--- src/rtl/lbp_pkg.sv ---
package lbp_pkg;

  // What the single entry does on the next clock edge.
  typedef enum logic [1:0] {
    ACT_HOLD  = 2'd0,
    ACT_FILL  = 2'd1,
    ACT_CLEAR = 2'd2
  } lbp_action_e;

endpackage

--- src/rtl/lbp_match.sv ---
module lbp_match #(
  parameter int XLEN = 32
) (
  input  logic            ent_valid,
  input  logic [XLEN-1:0] ent_pc,
  input  logic [XLEN-1:0] probe_pc,
  output logic            hit
);

  // Full-width compare; no alignment bits are dropped.
  always_comb begin
    hit = ent_valid && (probe_pc == ent_pc);
  end

endmodule

--- src/rtl/lbp_policy.sv ---
module lbp_policy #(
  parameter int XLEN = 32
) (
  input  logic                res_valid,
  input  logic [XLEN-1:0]     res_pc,
  input  logic [XLEN-1:0]     res_target,
  input  logic                res_taken,
  input  logic                guess_taken,
  output lbp_pkg::lbp_action_e action,
  output logic                mispredict
);

  import lbp_pkg::*;

  logic backward;

  always_comb begin
    backward   = res_target < res_pc;
    mispredict = res_valid && (res_taken != guess_taken);
    action     = ACT_HOLD;
    if (res_valid) begin
      if (res_taken && backward) begin
        action = ACT_FILL;
      end else if (!res_taken && guess_taken) begin
        action = ACT_CLEAR;
      end
    end
  end

endmodule

--- src/rtl/lbp_entry.sv ---
module lbp_entry #(
  parameter int XLEN = 32
) (
  input  logic                 clk,
  input  logic                 rst,
  input  lbp_pkg::lbp_action_e action,
  input  logic [XLEN-1:0]      new_pc,
  input  logic [XLEN-1:0]      new_target,
  output logic                 ent_valid,
  output logic [XLEN-1:0]      ent_pc,
  output logic [XLEN-1:0]      ent_target
);

  import lbp_pkg::*;

  // Only the valid bit takes reset; address fields are plain data.
  always_ff @(posedge clk) begin
    if (rst) begin
      ent_valid <= 1'b0;
    end else begin
      case (action)
        ACT_FILL:  ent_valid <= 1'b1;
        ACT_CLEAR: ent_valid <= 1'b0;
        default:   ent_valid <= ent_valid;
      endcase
    end
  end

  always_ff @(posedge clk) begin
    if (action == ACT_FILL) begin
      ent_pc     <= new_pc;
      ent_target <= new_target;
    end
  end

endmodule

--- src/rtl/loop_branch_predictor.sv ---
module loop_branch_predictor #(
  parameter int XLEN = 32
) (
  input  logic            clk,
  input  logic            rst,
  input  logic [XLEN-1:0] lk_pc,
  output logic            lk_taken,
  output logic [XLEN-1:0] lk_target,
  input  logic            res_valid,
  input  logic [XLEN-1:0] res_pc,
  input  logic [XLEN-1:0] res_target,
  input  logic            res_taken,
  output logic            res_mispredict
);

  import lbp_pkg::*;

  logic            ent_valid;
  logic [XLEN-1:0] ent_pc;
  logic [XLEN-1:0] ent_tgt;
  logic            res_guess;
  lbp_action_e     action;

  lbp_entry #(.XLEN(XLEN)) entry_i (
    .clk        (clk),
    .rst        (rst),
    .action     (action),
    .new_pc     (res_pc),
    .new_target (res_target),
    .ent_valid  (ent_valid),
    .ent_pc     (ent_pc),
    .ent_target (ent_tgt)
  );

  // Front-end lookup port.
  lbp_match #(.XLEN(XLEN)) fetch_match_i (
    .ent_valid (ent_valid),
    .ent_pc    (ent_pc),
    .probe_pc  (lk_pc),
    .hit       (lk_taken)
  );

  // Re-derive the guess for the resolving branch from the pre-update entry.
  lbp_match #(.XLEN(XLEN)) resolve_match_i (
    .ent_valid (ent_valid),
    .ent_pc    (ent_pc),
    .probe_pc  (res_pc),
    .hit       (res_guess)
  );

  lbp_policy #(.XLEN(XLEN)) policy_i (
    .res_valid   (res_valid),
    .res_pc      (res_pc),
    .res_target  (res_target),
    .res_taken   (res_taken),
    .guess_taken (res_guess),
    .action      (action),
    .mispredict  (res_mispredict)
  );

  assign lk_target = ent_tgt;

endmodule

--- config.mk ---
export PLATFORM = sky130hd
export DESIGN_NAME = loop_branch_predictor
export DESIGN_NICKNAME = d
export VERILOG_FILES = /design/src/rtl/lbp_pkg.sv /design/src/rtl/lbp_match.sv /design/src/rtl/lbp_policy.sv /design/src/rtl/lbp_entry.sv /design/src/rtl/loop_branch_predictor.sv
export SDC_FILE = /design/constraint.sdc
export NUM_CORES = 1
export LEC_CHECK = 0
export CORE_ASPECT_RATIO = 0.9
export CORE_MARGIN = 1.5
export CORE_UTILIZATION = 28
export DETAILED_ROUTE_END_ITERATION = 7
export DONT_BUFFER_PORTS = 1
export PLACE_DENSITY = 0.47
export SETUP_SLACK_MARGIN = 0.5
export SYNTH_ARGS = -nofsm -noshare
export SYNTH_HDL_FRONTEND = slang
export SYNTH_HIERARCHICAL = 1
export SYNTH_SLANG_ARGS = --single-unit
--- constraint.sdc ---
create_clock -name clk -period 5.95 [get_ports clk]
set_input_delay 0.8925 -clock clk [delete_from_list [all_inputs] [get_ports clk]]
set_output_delay 0.8925 -clock clk [all_outputs]
set_load 0.02 [all_outputs]
-- Yosys cells after proc, flatten, opt, wreduce, memory -nomap -nowiden
Cells that the tools add are included.
- logic and storage cells: 20
- flip-flop bits (word level): 65
- output and inout port bits: 34
- reductions and logical operators: 7
- order comparisons: 1
- mux-type cells: 4
- eq/ne operators: 5
- operators with widths (kind ; count):
    == test 32 bit ; 2
    < comparator 32 bit ; 1
    2-to-1 mux 2 bit ; 3
    logical AND 1 bit ; 5
    == test 2 x 1 -> 1 bit, second input constant ; 1
    == test 2 bit, second input constant ; 1
    one-hot mux 1 bit (2 select lines) ; 1
    nonzero test 2 bit ; 1
    zero test 1 bit ; 1
    inequality test 1 bit ; 1

-- Logic depth before layout (Yosys ltp)
- depth after elaboration: 8
- mapped depth: 11
- depth with buffers taken out: 11

-- By module
Netlist, hierarchy kept.
- modules (own cells, without submodules) (module ; cells an instance ; sequential area each (um^2) ; area an instance (um^2) ; times used):
    lbp_entry ; 72 ; 1941.9 ; 1993.2 ; 1
    lbp_policy ; 114 ; 0.0 ; 838.3 ; 1
    lbp_match ; 44 ; 0.0 ; 355.3 ; 2

-- Worst setup path after synthesis
No wires, ideal clock.
- path type: input to register
- from: in res_pc[14]
- to: reg entry_i.ent_pc[0] (enable)
- setup slack: 1.883 ns
- arrival time: 3.638 ns
- cell stages on the path: 8
- data required time: 5.521 ns
- path buffers: 0
- path through: inv_1 -> ha_1 -> nand4_1 -> nor3_1 -> a221oi_1 -> o211ai_2 -> a211oi_2 -> ha_1
- elaborated cells between the ends (all ways): 9
- classes of those cells: 1 x order compare; 2 x eq/ne; 3 x mux; 3 x reduce/logical
- RTL lines (element ; RTL line ; source):
    start: declaration ; loop_branch_predictor.sv:10 ; input logic [XLEN-1:0] res_pc,
    < comparator 32 bit ; lbp_policy.sv:18 ; backward = res_target < res_pc;
    logical AND 1 bit ; lbp_policy.sv:22 ; if (res_taken && backward) begin
    2-to-1 mux 2 bit ; lbp_policy.sv:22 ;
    2-to-1 mux 2 bit ; lbp_policy.sv:21 ; if (res_valid) begin
    named net action[0] ; loop_branch_predictor.sv:22 ; lbp_action_e action;
    == test 2 x 1 -> 1 bit ; lbp_entry.sv:30 ; if (action == ACT_FILL) begin
    end signal: assignment ; lbp_entry.sv:31 ; ent_pc <= new_pc;
    end: declaration ; lbp_entry.sv:10 ; output logic [XLEN-1:0] ent_pc,
The timed path passes the listed nets, and every way through them passes these cells.
A chain may end at the register's enable or synchronous reset.

-- Worst setup path in the final report
- from: in res_pc[19]
- to: out res_mispredict
- cells in the longest elaborated chain, start to end: 4
- RTL lines (element ; RTL line ; source):
    == test 32 bit ; lbp_match.sv:12 ; hit = ent_valid && (probe_pc == ent_pc);
    logical AND 1 bit ; lbp_match.sv:12 ;
    named net res_guess ; loop_branch_predictor.sv:21 ; logic res_guess;
    inequality test 1 bit ; lbp_policy.sv:19 ; mispredict = res_valid && (res_taken != guess_taken);
    logical AND 1 bit ; lbp_policy.sv:19 ;
    end: declaration ; loop_branch_predictor.sv:13 ; output logic res_mispredict
The timed path passes the listed nets, and every way through them passes these cells.

==> impl_results.md <==
- Reg-to-Reg End: entry_i/ent_pc[0]
- Layout area overhead: 13.2%
- Critical R2R Launch: entry_i/ent_pc[19]
- Leak pwr: between 1.5 and 2 nW
- Critical Setup Path Class: input port to output pin
- Drt total wl: around 8200 µm
- Largest family of logic cells by synthesized area: XOR/XNOR gates
- Ant diodes: 0
- Nets: around 420
- Flop pwr share: between 50% and 60%
- Setup bufs post-CTS: 0
- Synth Area in XOR/XNOR: 15.8%
- Final setup violation count: 0
- Switching power of the nets: 0.271 mW
- Part of the Yosys area used for sequential elements: 54.8%
- Mux cell area share after synthesis: 0%
- Post-synthesis register bit count: 65
- Worst min path class: register to register
- Hold Path Depth: 2
- Synthesized area: 0.00354 mm²
- Worst Path Max Fanout: 3
- CTS max path bufs: 2
- Buffer and inverter count on the worst path: 0
- Total GRT Usage: 13.0%
- Peak supply drop: 155 µV
- Final Max Slew Viols: 0
- WP depth: 6
- Final min period: 3.44 ns
- Initial antenna violation count: 0
- Worst path top cell family by delay: simple AND/OR/NAND/NOR gates
- Total gr overflow: 0
- Port Buf Inserts: 0
- Hold wc startpoint: entry_i/ent_valid
- Synth Area in Adders: 12.0%
- Final hold vios: 0
- Residual DRC: 0
- Clock Latency Late Sink: roughly 0.33 ns
- Gate power share: 9.2%
- Layout cell share with drive strength beyond 1: 7.24%
- CTS tree: built
- Reg2Reg Depth: 8
- I/O Pins: 134
- Die Y: 110 µm
- Clock slew at reported path FFs: ~0.050 ns
- CP Data Required Time: between 5 and 6 ns
- Post-Synth Simple-Gate Area: 8.48%
- Initial drt markers: 73
- # hold bufs at CTS: 0
- First-pass GRT wire length: 12200 µm
- Pint: 0.870 mW
- Vias in the first global route: 2298
- Syn Inst Count: 274
- Wirelength per Cell: 18.2 µm
- Synth unique cells: 32
- CP Launch Type: input port
- Max Fclk: between 0.2 and 0.3 GHz
- Placeable Area: 0.0122 mm²
- Sink Count: 65
- Root buf cell: clkbuf_16
- Die area: 0.0133 mm²
- Setup crit end kind: output pin
- Post_cts resized: 0
- Cell Chain, Critical Path: xor2_1, nor4_1, nand4_1, nor3_2, ha_1, nor2b_1
- DRT antenna net count: 0
- Worst Path Arrival: 2.55 ns
- Largest net degree at the start of global routing: 65
- Post-DP HPWL: 6520 µm
- Initial core utilization: 29.0%
- Pwr Density: 285 mW/mm²
- Slowest-stage cell, CP: nor4_1
- Max Cap Violations: 0
- Max_slew headroom: 40.8%
- Final Wtd Congestion: 0.784
- TritonRoute pass-1 iters: 4
- TNS Setup: 0 ns
- Mean post-synth cell area: 12.9 µm²
- Flop2flop setup slack: 3.28 ns
- Vias: 2060
- Clk_skew: 0.00325 ns
- Die Span X: 122 µm
- Yosys warns: 6
- FP Rows: 38
- Vias per cell: 4.58
- Worst-Margin Slew: between 0.8 and 0.9 ns
- Status: finished clean
- RSZ-0062 raised after global routing: false
- Worst Hold End: entry_i/ent_valid
- Sw frac: 23.8%
- Tcrit/Tclk final: 57.8%
- Utilization after layout: between 30% and 40%
- Clk pwr share: 39.7%
- Crit-path max cell delay: 0.44 ns
- H-tree levels: 3
- Synthesized Nets: 408
- Post-synthesis compound-gate area fraction: under 10%
- CTS Buf Count: 9
==> layout make-up <==
class	count	area, µm²
tap	160	200
fill	1212	8210
sequential	65	1940
multi-input combinational	175	1490
inverter	34	128
clock inverter	5	22.5
clock buffer	11	233
==> state kept, by name (all words and copies together) (netlist names) <==
signal / cells
entry_i/ent_pc: 32
entry_i/ent_target: 32
entry_i/ent_valid: 1
==> worst reg2reg max path: cells and delay by family, from the launching register on <==
kind,cells,cell delay (ns)
buffers and inverters,1,0.07
AND/OR/NAND/NOR,4,1.05
XOR/XNOR,1,0.19
flip-flops,1,0.41
adder cells (fa/ha/maj),2,0.58
==> worst max-delay path by stage <==
stage,from,endpoint,slack (ns)
CTS,res_pc[19],res_mispredict,2.44
detailed placement,res_pc[14],entry_i/ent_target[5],2.44
floorplan,res_pc[14],entry_i/ent_pc[0],1.88
global route,res_pc[19],res_mispredict,2.35
global placement,res_pc[19],entry_i/ent_target[6],2.48
finish,res_pc[19],res_mispredict,2.51
==> placed cells by master, fill, tap and decap left out, types with 2 or more instances in the layout <==
cell type / n
a21oi_1: 9
a221oi_1: 2
clkbuf_1: 2
clkbuf_16: 9
clkinv_1: 2
clkinv_2: 3
edfxtp_1: 64
ha_1: 33
inv_1: 34
nand2_1: 11
nand3_1: 6
nand4_1: 5
nor2_1: 3
nor2b_1: 2
nor3_1: 5
nor3_2: 2
nor4_1: 14
o21ai_0: 3
xnor2_1: 2
xor2_1: 62
==> cells by family after synthesis <==
group | count (synthesis)
adders and majority gates | 34
DFF | 65
and+or+nand+nor | 53
xor gates and xnor gates | 64
AOI/OAI and AO/OA | 24
buffers and inverters | 34
==> routing by layer <==
layer  vias up  global-route usage [%]  part of all wire [%]
met5         -                       0                     0
met4         0                    3.53                  0.90
met3         6                    8.20                   9.9
met2        88                    20.5                    46
met1       965                    14.6                    43
li1       1001                       -                     -
==> power groups by stage <==
stage          Clock (mW)  Sequential (mW)  Combinational (mW)
2_1_floorplan           0            0.589              0.0844
3_3_place_gp            0            0.592               0.107
3_5_place_dp            0            0.592               0.108
4_1_cts             0.474            0.584               0.109
5_1_grt             0.493            0.587               0.125
6_report            0.453            0.583               0.105
==> stage by stage <==
step / power (mW) / cells / hold slack [ns] / setup slack, ns / area, µm²
2_1_floorplan: 0.673 / 274 / 0.448 / 1.88 / 3540
3_3_place_gp: 0.699 / 434 / 0.476 / 2.48 / 3750
3_5_place_dp: 0.700 / 434 / 0.483 / 2.44 / 3750
4_1_cts: 1.17 / 450 / 0.492 / 2.44 / 4010
5_1_grt: 1.20 / 450 / 0.512 / 2.35 / 4010
6_report: 1.14 / 450 / 0.492 / 2.51 / 4010
==> synthesized netlist by cell type <==
cell type / instances / share of area (%)
edfxtp_1: 64 / 54
nor3_2: 2 / 0.57
nand3_1: 6 / 0.85
a211oi_2: 1 / 0.35
o211ai_1: 1 / 0.21
and4_1: 1 / 0.25
o21a_1: 1 / 0.21
a2111oi_4: 1 / 0.78
or2_1: 1 / 0.18
ha_1: 34 / 12
nor4_1: 14 / 2.5
inv_1: 34 / 3.6
nand2b_4: 1 / 0.39
o2111ai_1: 1 / 0.25
a21oi_2: 1 / 0.25
o21ai_0: 3 / 0.42
a211oi_1: 1 / 0.21
a21oi_1: 9 / 1.3
dfxtp_1: 1 / 0.57
nand2b_1: 1 / 0.18
xnor2_1: 2 / 0.49
xor2_1: 62 / 15
nor2b_1: 2 / 0.35
a21o_1: 1 / 0.21
nor2_1: 3 / 0.32
o211ai_2: 1 / 0.35
nand2_1: 11 / 1.2
nand4_1: 5 / 0.88
a221oi_1: 2 / 0.49
and2_1: 1 / 0.18
o21a_2: 1 / 0.25
nor3_1: 5 / 0.71
No activity file was read; power rests on OpenSTA's default activity.
